===== src/rtl/fpm_pkg.sv =====
package fpm_pkg;
  typedef enum logic [1:0] {
    PG_ERASED = 2'd0,
    PG_VALID  = 2'd1,
    PG_STALE  = 2'd2
  } pg_state_e;

  typedef enum logic [1:0] {
    CMD_READ  = 2'd0,
    CMD_WRITE = 2'd1,
    CMD_ERASE = 2'd2,
    CMD_RSVD  = 2'd3
  } cmd_e;

  typedef enum logic [1:0] {
    ST_IDLE  = 2'd0,
    ST_COPY  = 2'd1,
    ST_SWAP  = 2'd2,
    ST_ERASE = 2'd3
  } fsm_e;
endpackage


===== src/rtl/fpm_page_array.sv =====
module fpm_page_array
  import fpm_pkg::*;
#(
  parameter int NB = 6,
  parameter int NP = 32,
  parameter int DW = 16,
  parameter int BW = 3,
  parameter int PW = 5,
  localparam int AW = $clog2(NB * NP)
) (
  input  logic          clk_i,
  input  logic          rst_ni,
  input  logic [BW-1:0] rd_blk_i,
  input  logic [PW-1:0] rd_pg_i,
  output logic [DW-1:0] rd_data_o,
  output pg_state_e     rd_state_o,
  input  logic          wr_en_i,
  input  logic [BW-1:0] wr_blk_i,
  input  logic [PW-1:0] wr_pg_i,
  input  logic [DW-1:0] wr_data_i,
  input  logic          stale_en_i,
  input  logic [BW-1:0] stale_blk_i,
  input  logic          erase_en_i,
  input  logic [BW-1:0] erase_blk_i,
  output logic [NB-1:0] clean_o
);
  logic [AW-1:0] wr_idx, rd_idx;
  pg_state_e     st_w  [NB*NP];
  logic [DW-1:0] dat_w [NB*NP];

  assign wr_idx = AW'(wr_blk_i) * AW'(NP) + AW'(wr_pg_i);
  assign rd_idx = AW'(rd_blk_i) * AW'(NP) + AW'(rd_pg_i);

  for (genvar b = 0; b < NB; b++) begin : g_blk
    logic [NP-1:0] erased_v;
    for (genvar p = 0; p < NP; p++) begin : g_pg
      localparam int IX = b * NP + p;
      pg_state_e     s_q;
      logic [DW-1:0] d_q;

      always_ff @(posedge clk_i or negedge rst_ni) begin
        if (!rst_ni)                                                  s_q <= PG_ERASED;
        else if (erase_en_i && erase_blk_i == BW'(b))                 s_q <= PG_ERASED;
        else if (stale_en_i && stale_blk_i == BW'(b) && s_q == PG_VALID) s_q <= PG_STALE;
        else if (wr_en_i && wr_idx == AW'(IX))                        s_q <= PG_VALID;
      end

      always_ff @(posedge clk_i) begin
        if (wr_en_i && wr_idx == AW'(IX)) d_q <= wr_data_i;
      end

      assign st_w[IX]    = s_q;
      assign dat_w[IX]   = d_q;
      assign erased_v[p] = (s_q == PG_ERASED);
    end
    assign clean_o[b] = &erased_v;
  end

  assign rd_state_o = st_w[rd_idx];
  assign rd_data_o  = dat_w[rd_idx];
endmodule


===== src/rtl/fpm_wear.sv =====
module fpm_wear #(
  parameter int NB   = 6,
  parameter int WMAX = 100000,
  parameter int BW   = 3,
  localparam int CW  = $clog2(WMAX + 1)
) (
  input  logic          clk_i,
  input  logic          rst_ni,
  input  logic          inc_en_i,
  input  logic [BW-1:0] inc_blk_i,
  output logic [CW-1:0] cnt_next_o,
  output logic [NB-1:0] worn_o
);
  logic [CW-1:0] cnt_w [NB];

  for (genvar b = 0; b < NB; b++) begin : g_cnt
    logic [CW-1:0] c_q;
    always_ff @(posedge clk_i or negedge rst_ni) begin
      if (!rst_ni) c_q <= '0;
      else if (inc_en_i && inc_blk_i == BW'(b) && c_q != CW'(WMAX)) c_q <= c_q + 1'b1;
    end
    assign cnt_w[b]  = c_q;
    assign worn_o[b] = (c_q == CW'(WMAX));
  end

  // count the selected block will hold after one more erase
  assign cnt_next_o = (cnt_w[inc_blk_i] == CW'(WMAX)) ? CW'(WMAX) : cnt_w[inc_blk_i] + 1'b1;
endmodule


===== src/rtl/fpm_alloc.sv =====
module fpm_alloc #(
  parameter int NB = 6,
  parameter int NL = 4,
  parameter int BW = 3
) (
  input  logic [NL-1:0][BW-1:0] map_i,
  input  logic [NB-1:0]         clean_i,
  input  logic [NB-1:0]         worn_i,
  output logic                  found_o,
  output logic [BW-1:0]         idx_o
);
  logic [NB-1:0] acc [NL+1];
  logic [NB-1:0] avail;

  assign acc[0] = '0;
  for (genvar l = 0; l < NL; l++) begin : g_map
    logic [NB-1:0] hit;
    for (genvar b = 0; b < NB; b++) begin : g_hit
      assign hit[b] = (map_i[l] == BW'(b));
    end
    assign acc[l+1] = acc[l] | hit;
  end

  assign avail   = clean_i & ~acc[NL] & ~worn_i;
  assign found_o = |avail;

  always_comb begin
    idx_o = '0;
    for (int b = NB - 1; b >= 0; b--) begin
      if (avail[b]) idx_o = BW'(b);
    end
  end
endmodule


===== src/rtl/fpm_top.sv =====
module fpm_top
  import fpm_pkg::*;
#(
  parameter int NUM_LBLK  = 4,
  parameter int NUM_PBLK  = 6,
  parameter int PAGES     = 32,
  parameter int DATA_W    = 16,
  parameter int ERASE_CYC = 50000,
  parameter int WEAR_MAX  = 100000,
  localparam int LB_W = (NUM_LBLK > 1) ? $clog2(NUM_LBLK) : 1,
  localparam int PB_W = (NUM_PBLK > 1) ? $clog2(NUM_PBLK) : 1,
  localparam int PG_W = $clog2(PAGES)
) (
  input  logic                clk_i,
  input  logic                rst_ni,
  input  logic                req_valid_i,
  output logic                req_ready_o,
  input  logic [1:0]          req_cmd_i,
  input  logic [LB_W-1:0]     req_lblk_i,
  input  logic [PG_W-1:0]     req_page_i,
  input  logic [DATA_W-1:0]   req_wdata_i,
  output logic                resp_valid_o,
  output logic                resp_err_o,
  output logic [DATA_W-1:0]   resp_rdata_o,
  output logic                busy_o,
  output logic [NUM_PBLK-1:0] worn_o
);
  localparam int CW   = $clog2(WEAR_MAX + 1);
  localparam int TM_W = $clog2(ERASE_CYC + 1);

  fsm_e                        state_q;
  logic [NUM_LBLK-1:0][PB_W-1:0] map_q;
  logic [LB_W-1:0]             lblk_q;
  logic [PG_W-1:0]             page_q, idx_q;
  logic [DATA_W-1:0]           wdata_q;
  logic [PB_W-1:0]             old_pb_q, new_pb_q, e_blk_q;
  logic                        e_resp_q;
  logic [TM_W-1:0]             tmr_q;
  logic                        resp_valid_q, resp_err_q;
  logic [DATA_W-1:0]           resp_rdata_q;

  logic [PB_W-1:0]   cur_pb, rd_blk, wr_blk;
  logic [PG_W-1:0]   rd_pg, wr_pg;
  logic [DATA_W-1:0] rd_data, wr_data;
  pg_state_e         rd_state;
  logic              wr_en, stale_en, erase_en;
  logic [NUM_PBLK-1:0] clean;
  logic              alloc_found;
  logic [PB_W-1:0]   alloc_idx;
  logic [CW-1:0]     cnt_next;
  logic              accept, in_copy, erase_last, copy_last;

  assign accept     = req_valid_i && (state_q == ST_IDLE);
  assign in_copy    = (state_q == ST_COPY);
  assign erase_last = (state_q == ST_ERASE) && (tmr_q == TM_W'(ERASE_CYC - 1));
  assign copy_last  = (idx_q == PG_W'(PAGES - 1));
  assign cur_pb     = map_q[req_lblk_i];

  // single read port: relocation source while copying, request slot otherwise
  assign rd_blk = in_copy ? old_pb_q : cur_pb;
  assign rd_pg  = in_copy ? idx_q    : req_page_i;

  always_comb begin
    wr_en   = 1'b0;
    wr_blk  = cur_pb;
    wr_pg   = req_page_i;
    wr_data = req_wdata_i;
    if (in_copy) begin
      wr_blk  = new_pb_q;
      wr_pg   = idx_q;
      wr_en   = (idx_q == page_q) || (rd_state == PG_VALID);
      wr_data = (idx_q == page_q) ? wdata_q : rd_data;
    end else if (accept && req_cmd_i == CMD_WRITE && rd_state == PG_ERASED) begin
      wr_en = 1'b1;
    end
  end

  assign stale_en = (state_q == ST_SWAP);
  assign erase_en = erase_last;

  fpm_page_array #(
    .NB(NUM_PBLK), .NP(PAGES), .DW(DATA_W), .BW(PB_W), .PW(PG_W)
  ) u_pages (
    .clk_i       (clk_i),
    .rst_ni      (rst_ni),
    .rd_blk_i    (rd_blk),
    .rd_pg_i     (rd_pg),
    .rd_data_o   (rd_data),
    .rd_state_o  (rd_state),
    .wr_en_i     (wr_en),
    .wr_blk_i    (wr_blk),
    .wr_pg_i     (wr_pg),
    .wr_data_i   (wr_data),
    .stale_en_i  (stale_en),
    .stale_blk_i (old_pb_q),
    .erase_en_i  (erase_en),
    .erase_blk_i (e_blk_q),
    .clean_o     (clean)
  );

  fpm_wear #(
    .NB(NUM_PBLK), .WMAX(WEAR_MAX), .BW(PB_W)
  ) u_wear (
    .clk_i      (clk_i),
    .rst_ni     (rst_ni),
    .inc_en_i   (erase_en),
    .inc_blk_i  (e_blk_q),
    .cnt_next_o (cnt_next),
    .worn_o     (worn_o)
  );

  fpm_alloc #(
    .NB(NUM_PBLK), .NL(NUM_LBLK), .BW(PB_W)
  ) u_alloc (
    .map_i   (map_q),
    .clean_i (clean),
    .worn_i  (worn_o),
    .found_o (alloc_found),
    .idx_o   (alloc_idx)
  );

  always_ff @(posedge clk_i or negedge rst_ni) begin
    if (!rst_ni) begin
      state_q      <= ST_IDLE;
      for (int l = 0; l < NUM_LBLK; l++) map_q[l] <= PB_W'(l);
      lblk_q       <= '0;
      page_q       <= '0;
      idx_q        <= '0;
      wdata_q      <= '0;
      old_pb_q     <= '0;
      new_pb_q     <= '0;
      e_blk_q      <= '0;
      e_resp_q     <= 1'b0;
      tmr_q        <= '0;
      resp_valid_q <= 1'b0;
      resp_err_q   <= 1'b0;
      resp_rdata_q <= '0;
    end else begin
      resp_valid_q <= 1'b0;
      unique case (state_q)
        ST_IDLE: begin
          if (req_valid_i) begin
            lblk_q   <= req_lblk_i;
            page_q   <= req_page_i;
            wdata_q  <= req_wdata_i;
            old_pb_q <= cur_pb;
            case (req_cmd_i)
              CMD_READ: begin
                resp_valid_q <= 1'b1;
                resp_err_q   <= (rd_state != PG_VALID);
                resp_rdata_q <= (rd_state == PG_VALID) ? rd_data : '0;
              end
              CMD_WRITE: begin
                if (rd_state == PG_ERASED) begin
                  resp_valid_q <= 1'b1;
                  resp_err_q   <= 1'b0;
                  resp_rdata_q <= '0;
                end else if (alloc_found) begin
                  new_pb_q <= alloc_idx;
                  idx_q    <= '0;
                  state_q  <= ST_COPY;
                end else begin
                  resp_valid_q <= 1'b1;
                  resp_err_q   <= 1'b1;
                  resp_rdata_q <= '0;
                end
              end
              CMD_ERASE: begin
                e_blk_q  <= cur_pb;
                e_resp_q <= 1'b1;
                tmr_q    <= '0;
                state_q  <= ST_ERASE;
              end
              default: begin
                resp_valid_q <= 1'b1;
                resp_err_q   <= 1'b1;
                resp_rdata_q <= '0;
              end
            endcase
          end
        end
        ST_COPY: begin
          idx_q <= idx_q + 1'b1;
          if (copy_last) state_q <= ST_SWAP;
        end
        ST_SWAP: begin
          map_q[lblk_q] <= new_pb_q;
          resp_valid_q  <= 1'b1;
          resp_err_q    <= 1'b0;
          resp_rdata_q  <= '0;
          e_blk_q       <= old_pb_q;
          e_resp_q      <= 1'b0;
          tmr_q         <= '0;
          state_q       <= ST_ERASE;
        end
        ST_ERASE: begin
          if (erase_last) begin
            state_q <= ST_IDLE;
            if (e_resp_q) begin
              resp_valid_q <= 1'b1;
              resp_err_q   <= 1'b0;
              resp_rdata_q <= DATA_W'(cnt_next);
            end
          end else begin
            tmr_q <= tmr_q + 1'b1;
          end
        end
        default: state_q <= ST_IDLE;
      endcase
    end
  end

  assign req_ready_o  = (state_q == ST_IDLE);
  assign busy_o       = (state_q == ST_ERASE);
  assign resp_valid_o = resp_valid_q;
  assign resp_err_o   = resp_err_q;
  assign resp_rdata_o = resp_rdata_q;
endmodule


===== config.mk =====
export PLATFORM = sky130hd
export DESIGN_NAME = fpm_top
export DESIGN_NICKNAME = d
export VERILOG_FILES = /design/src/rtl/fpm_pkg.sv /design/src/rtl/fpm_page_array.sv /design/src/rtl/fpm_wear.sv /design/src/rtl/fpm_alloc.sv /design/src/rtl/fpm_top.sv
export SDC_FILE = /design/constraint.sdc
export NUM_CORES = 2
export LEC_CHECK = 0
export BUFFER_PORTS_ARGS = -buffer_cell sky130_fd_sc_hd__buf_2
export CAP_MARGIN = 25
export CELL_PAD_IN_SITES_DETAIL_PLACEMENT = 1
export CELL_PAD_IN_SITES_GLOBAL_PLACEMENT = 1
export CORE_MARGIN = 3
export CORE_UTILIZATION = 44
export CTS_CLUSTER_SIZE = 20
export DETAILED_ROUTE_END_ITERATION = 16
export GPL_ROUTABILITY_DRIVEN = 0
export PLACE_DENSITY_LB_ADDON = 0.1
export SLEW_MARGIN = 20
export SYNTH_ARGS = -nofsm -noshare
export SYNTH_HDL_FRONTEND = slang
export SYNTH_SLANG_ARGS = --single-unit

===== constraint.sdc =====
create_clock -name clk_i -period 8.2 [get_ports clk_i]
set_input_delay 1.23 -clock clk_i [delete_from_list [all_inputs] [get_ports clk_i]]
set_output_delay 1.23 -clock clk_i [all_outputs]
set_load 0.02 [all_outputs]

# After elaboration in Yosys (flattened, before gate mapping)
# Index checks and enable logic that the tools add are counted.
dict set report op_classes {
  n_addsub 11
  n_lt_le_gt_ge 5
  n_eq_ne 450
  mux 648
  bitwise 10
  reduce_logical 819
}
# op count
set ops {}
lappend ops {{$mux W2} 583}
lappend ops {{$reduce_bool A3 Y1} 193}
lappend ops {{$eq A8 B7 Y1 const B} 64}
lappend ops {{$eq A8 B8 Y1 const B} 64}
lappend ops {{$logic_and A1 B1 Y1} 407}
lappend ops {{$eq A2 B1 Y1 const B} 195}
lappend ops {{$logic_not A2 Y1} 195}
lappend ops {{$eq A8 B6 Y1 const B} 32}
lappend ops {{$mux W16} 14}
lappend ops {{$reduce_and A32 Y1} 6}
lappend ops {{$pmux W16 S3} 3}
lappend ops {{$bmux W16 S8} 1}
lappend ops {{$eq A8 B5 Y1 const B} 16}
lappend ops {{$eq A17 B17 Y1 const B} 7}
lappend ops {{$add A17 B1 Y17 const B} 6}
lappend ops {{$ne A17 B17 Y1 const B} 6}
lappend ops {{$eq A8 B4 Y1 const B} 8}
lappend ops {{$bmux W17 S3} 1}
lappend ops {{$eq A3 B2 Y1 const B} 12}
lappend ops {{$eq A3 B3 Y1 const B} 12}
lappend ops {{$mux W3} 12}
lappend ops {{$mux W17} 2}
lappend ops {{$add A16 B1 Y16 const B} 2}
lappend ops {{$eq A8 B3 Y1 const B} 4}
lappend ops {{46 further kinds} 98}
dict set report word_totals {
  ff_bits 3644
  in_bits 28
  out_inout_bits 26
}

# Depth between registers and ports, before layout
dict set report depth {
  word_depth 16
  mapped_depth 21
  mapped_depth_nobuf 12
}

# Modules after synthesis
# A second synthesis with hierarchy kept.
dict set report hier_totals {
  cells_unflattened 8080
  hier_area_um2 147890.6
}
# mod instances cells_each area_each_um2 seq_area_each_um2
set by_module_without_submodules {}
lappend by_module_without_submodules {fpm_page_array 1 6977 136643.6 101857.7}
lappend by_module_without_submodules {fpm_wear 1 612 6173.4 2552.4}
lappend by_module_without_submodules {fpm_top 1 439 4685.7 2157.1}
lappend by_module_without_submodules {fpm_alloc 1 52 387.9 0.0}

# Worst setup path before layout
# Ideal clock, no wire load.
dict set report synth_timing {
  kind {in2reg}
  start {input req_page_i[1]}
  end {register u_pages.g_blk[0].g_pg[0].d_q[10], data pin}
  setup_ps 646
  arrival_time_ps 6118
  required_time_ps 7554
  slack_ps 1436
  path_stages 17
  n_path_buf 7
  cell_sequence {buf_4 -> mux2_2 -> buf_4 -> buf_2 -> buf_2 -> buf_2 -> buf_2 -> clkbuf_1 -> nand2_1 -> nand3_1 -> a21oi_1 -> nor4_1 -> nand2_1 -> a31oi_1 -> a311oi_1 -> a211oi_1 -> a21o_1}
}
dict set report synth_between {
  elab_chain_cells 8
}
# element line
set synth_rtl {}
lappend synth_rtl {{start: declaration} fpm_top.sv:20} ;# input logic [PG_W-1:0] req_page_i,
lappend synth_rtl {{$mux W5} fpm_top.sv:61} ;# assign rd_pg = in_copy ? idx_q : req_page_i;
lappend synth_rtl {{$add A8 B5 Y8} fpm_page_array.sv:32} ;# assign rd_idx = AW'(rd_blk_i) * AW'(NP) + AW'(rd_pg_i);
lappend synth_rtl {{$not A8 Y9 (implied by the code)} fpm_page_array.sv:60} ;# assign rd_data_o = dat_w[rd_idx];
lappend synth_rtl {{$bmux W16 S8} fpm_page_array.sv:60}
lappend synth_rtl {{$mux W16 (implied by the code) (2 in series)} fpm_page_array.sv:60}
lappend synth_rtl {{$mux W16} fpm_top.sv:72} ;# wr_data = (idx_q == page_q) ? wdata_q : rd_data;
lappend synth_rtl {{$mux W16} fpm_top.sv:68} ;# if (in_copy) begin
lappend synth_rtl {{net u_pages.wr_data_i[10]} fpm_page_array.sv:20} ;# input logic [DW-1:0] wr_data_i,
lappend synth_rtl {{end signal: assignment} fpm_page_array.sv:49} ;# if (wr_en_i && wr_idx == AW'(IX)) d_q <= wr_data_i;
lappend synth_rtl {{end: declaration} fpm_page_array.sv:39} ;# logic [DW-1:0] d_q;
# The timed path passes the listed nets, and every way through them passes these cells. The select of a mux whose other input is x is not followed.
# A chain may end at the register's enable or synchronous reset.

# Worst setup path in the final report
dict set report layout_timing {
  start {register state_q[1]}
  end {register u_pages.g_blk[4].g_pg[11].d_q[8], data pin}
}
dict set report layout_between {
  elab_chain_cells 9
  word_cells_on_any_way 10
}
# element line
set layout_rtl {}
lappend layout_rtl {{start: declaration} fpm_top.sv:31} ;# fsm_e state_q;
lappend layout_rtl {{start signal: assignment} fpm_top.sv:124} ;# state_q <= ST_IDLE;
lappend layout_rtl {{start signal: assignment} fpm_top.sv:161} ;# state_q <= ST_COPY;
lappend layout_rtl {{start signal: assignment} fpm_top.sv:172} ;# state_q <= ST_ERASE;
lappend layout_rtl {{$eq A2 B1 Y1 (*)} fpm_top.sv:54} ;# assign in_copy = (state_q == ST_COPY);
lappend layout_rtl {{$mux W5 or $mux W3 (tied branches)} {fpm_top.sv:61, fpm_top.sv:60}}
lappend layout_rtl {{$add A8 B5 Y8} fpm_page_array.sv:32}
lappend layout_rtl {{$not A8 Y9 (implied by the code)} fpm_page_array.sv:60}
lappend layout_rtl {{$bmux W16 S8} fpm_page_array.sv:60}
lappend layout_rtl {{$mux W16 (implied by the code) (2 in series)} fpm_page_array.sv:60}
lappend layout_rtl {{$mux W16} fpm_top.sv:72}
lappend layout_rtl {{$mux W16 (*)} fpm_top.sv:68}
lappend layout_rtl {{net u_pages.wr_data_i[8]} fpm_page_array.sv:20}
lappend layout_rtl {{end signal: assignment} fpm_page_array.sv:49}
lappend layout_rtl {{end: declaration} fpm_page_array.sv:39}
# The timed path passes the listed nets; every way through them passes the cells marked *. The select of a mux whose other input is x is not followed.

==> impl_metrics.toml <==
[route]
via_per_inst = 6.34
met3WireLength_mm = 51.3
dr_wl_met2_mm = 268
finalWirelength_mm = 599
final_antenna_net_count = 0
drtIter0Drc = 14100
topRoutingLayerUsed = "met5"
dr.pass1.iters = 6
drc = 0
drt-met1-wl_mm = 249
wl_per_cell_um = 32.8
vias = 116000

[floorplan]
start_util_pct = 44.3
die-area_mm2 = 0.363
rows = 218
io-pin-count = 54
core_mm2 = 0.353
die_h_um = 603
die_x_um = 603

[setup_path]
cp_slowest_stage_delay_ns = 0.71
cp.arrival_ns = 8.61
critPathLaunchType = "flop"
critPathTopFamily = "compound AO/OA/AOI/OAI gates"
path_buf_inv = 7
required_ns = 8.91
path_common_cell = "buf_4"
path_class = "reg -> reg"
worstPathCellList = "inv_1 -> ha_2 -> buf_4 -> mux2_8 -> buf_4 -> buf_4 -> nand2_1 -> nand3_1 -> a21oi_1 -> o41ai_1 -> buf_4 -> o21ai_0 -> buf_4 -> o22ai_1 -> a211oi_1 -> a211oi_1 -> a21o_4 -> buf_4"
crit_fanout = 62
slowest_stage = "mux2_8"
cp-end-kind = "flop"

[power_and_ir_drop]
fin_total_pwr_w = 0.0406
ir_worst_vdd_uv = 268
power_density_mw_per_mm2 = 227
leakagePower_nw = 62.0

[placed_design]
dp_hpwl_mm = 371
place_area_mm2 = 0.166
io_buffer_count = 53
post-place-cells = 17500
dp_worst_setup_slack_ns = 0.509

[synthesis]
synth_compound_area_share_pct = 9.72
synthAdderAreaFrac_pct = 0.168
synthXorXnorAreaFrac_pct = 0.704
synth-simple-area-share_pct = 17.0
synth-edff-count = 3072
synth-async-reset-ratio_pct = 15.7
synth_cell_types = 105
yosys.area.top_type = "edfxtp_1"
yosysMostFrequentCell = "nand2_1"
ys_seq_area_share_pct = 68.0
synthTopCellsByArea = "edfxtp_1, dfrtp_1, nand2_1"
synth_common_cells = "nand2_1, edfxtp_1, nand3_1, a21oi_1, dfrtp_1"
synth_top_family_by_area = "simple AND/OR/NAND/NOR gates"
ys_ff_latch = 3644
yosysTopAreaCellShare_pct = 58.9
syn_inst = 13000
ys.flop_type = "edfxtp_1"
synth_mux_area_share_pct = 1.58
yosysWarnings = 0
avgSynthCellArea_um2 = 12.1
syn_nets = 13000
syn_area_mm2 = 0.157

[sta]
max_slew.worst_pin.slew_ns = 1.39
finalCritPeriodShare_pct = 96.4
layout_setup_ws_ns = 0.293
setup_viol = 0
fmax_mhz = 126
hold_violations = 0
period_minus_slack_ns = 7.91
rsz0062_at_grt = "false"
slew_headroom_pct = 7.30
fin_skew_ns = 0.0616
drv_slew = 0
fin_setup_tns_ns = 0

[global_routing]
grt_pass1_wl_mm = 860
antenna_found_initial = 60
grt_start_max_net_pins = 158
overflow = 0
track_usage_pct = 32.3
grt_pass1_vias = 117000

[finish]
drive_gt1_share_pct = 14.1
instances_no_fill = 18200
num-nets-final = 13200
fin_area_mm2 = 0.179
area_growth_pct = 14.3

[clocking]
cts_max_path_buffers = 4
cts.hold.buffers_added = 0
post_cts.repair.setup_buffers = 0
cts_buffers = 399
clkTransAtPathRegs_ns = 0.06
cts_tree = "yes"
post_cts_resized = 0
htreeDepth = 5
root_buffer = "clkbuf_16"
cts_sinks = 3644
clock_latency_ns = 1.03

[run_status]
outcome = "completed"

[min_path]
hold_class = "in -> async"

[flow_run]
cap_violations = 0
stage by stage:
stage          hold slack [ns]  util, %
5_1_grt                  0.287     50.7
2_1_floorplan            0.449        -
3_3_place_gp             0.486     46.9
6_report                 0.207     50.7
4_1_cts                  0.259     50.6
3_5_place_dp             0.495     46.9
routing by layer:
metal / GRT usage, % / up-vias
li1: - / 48500
met4: 14.7 / 18
met1: 45.2 / 60700
met5: 0 / -
met3: 6.18 / 1180
met2: 49.0 / 5247
report_power, final:
group          internal, W  leakage (nW)  switching (W)
Sequential          0.0201          33.5              0
Combinational     0.000550          22.0        0.00179
Clock               0.0104          6.39        0.00775
Total               0.0311          62.0        0.00955
worst register-to-register path, stage by stage, from the launching register on:
cell and delay, ns:
dfrtp_1 0.40, inv_1 0.12, ha_2 0.64, buf_4 0.45
mux2_8 0.71, buf_4 0.51, buf_4 0.43, nand2_1 0.13
nand3_1 0.10, a21oi_1 0.11, o41ai_1 0.40, buf_4 0.24
o21ai_0 0.39, buf_4 0.32, o22ai_1 0.63, a211oi_1 0.36
a211oi_1 0.35, a21o_4 0.71, buf_4 0.59
layout by cell type (no fill, tap or decap), drive strengths merged, types with 32 or more instances in the layout:
cell	netlist	layout
nand2	3132	3132
edfxtp	3072	3072
nand3	1516	1516
a21oi	1006	1006
buf	454	738
dfrtp	568	568
clkbuf	496	506
nor4	260	260
nor3	226	226
o21ai	178	178
clkinv	3	170
o22ai	159	159
o211ai	156	156
nor2	155	155
a21o	147	147
a211oi	137	137
and3	134	134
or4	123	123
o31ai	114	114
xnor2	82	82
mux2i	76	76
a22oi	73	73
nand4	64	64
a31oi	61	61
mux2	59	59
inv	42	52
mux4	46	46
a41oi	46	46
xor2	44	44
bufinv	0	37
a21boi	32	32
state kept, by name, indices dropped and copies added, names as in the netlist:
| register | cells |
|---|---|
| resp_rdata_o | 16 |
| u_pages.g_blk.g_pg.s_q | 384 |
| idx_q | 5 |
| resp_err_o | 1 |
| wdata_q | 16 |
| u_wear.g_cnt.c_q | 102 |
| new_pb_q | 3 |
| e_blk_q | 3 |
| resp_valid_o | 1 |
| old_pb_q | 3 |
| e_resp_q | 1 |
| tmr_q | 16 |
| u_pages.g_blk.g_pg.d_q | 3072 |
| map_q | 12 |
| lblk_q | 2 |
| state_q | 2 |
| page_q | 5 |
logic make-up after synthesis:
logic type	count (synthesis)
buffers and inverters	995
XOR/XNOR	126
AO/OA/AOI/OAI	2254
flip-flops	3644
multiplexers	181
AND/OR/NAND/NOR	5749
adder cells (fa/ha/maj)	21
layout make-up:
cell class	instances	area (µm²)
antenna	28	70.1
clock buffer	505	10700
clock inverter	223	2360
fill	36000	174000
inverter	45	169
multi-input combinational	8331	46600
sequential	3644	107000
tap	4730	5920
timing repair buffer	739	6750
path summary, 6_finish.rpt:
kind	depth (start not counted)	startpoint	slack [ns]	to
max in group asynchronous	2	rst_ni	6.42	u_pages.g_blk[5].g_pg[25].s_q[0]
min in group clk_i	2	req_wdata_i[2]	0.49	wdata_q[2]
hold reg to reg	1	resp_rdata_o[0]	0.51	resp_rdata_o[0]
setup reg to reg	18	state_q[1]	0.29	u_pages.g_blk[4].g_pg[11].d_q[8]
hold / removal	1	rst_ni	0.21	u_pages.g_blk[2].g_pg[14].s_q[0]
setup / recovery	18	state_q[1]	0.29	u_pages.g_blk[4].g_pg[11].d_q[8]
No activity file was read; power rests on OpenSTA's default activity.
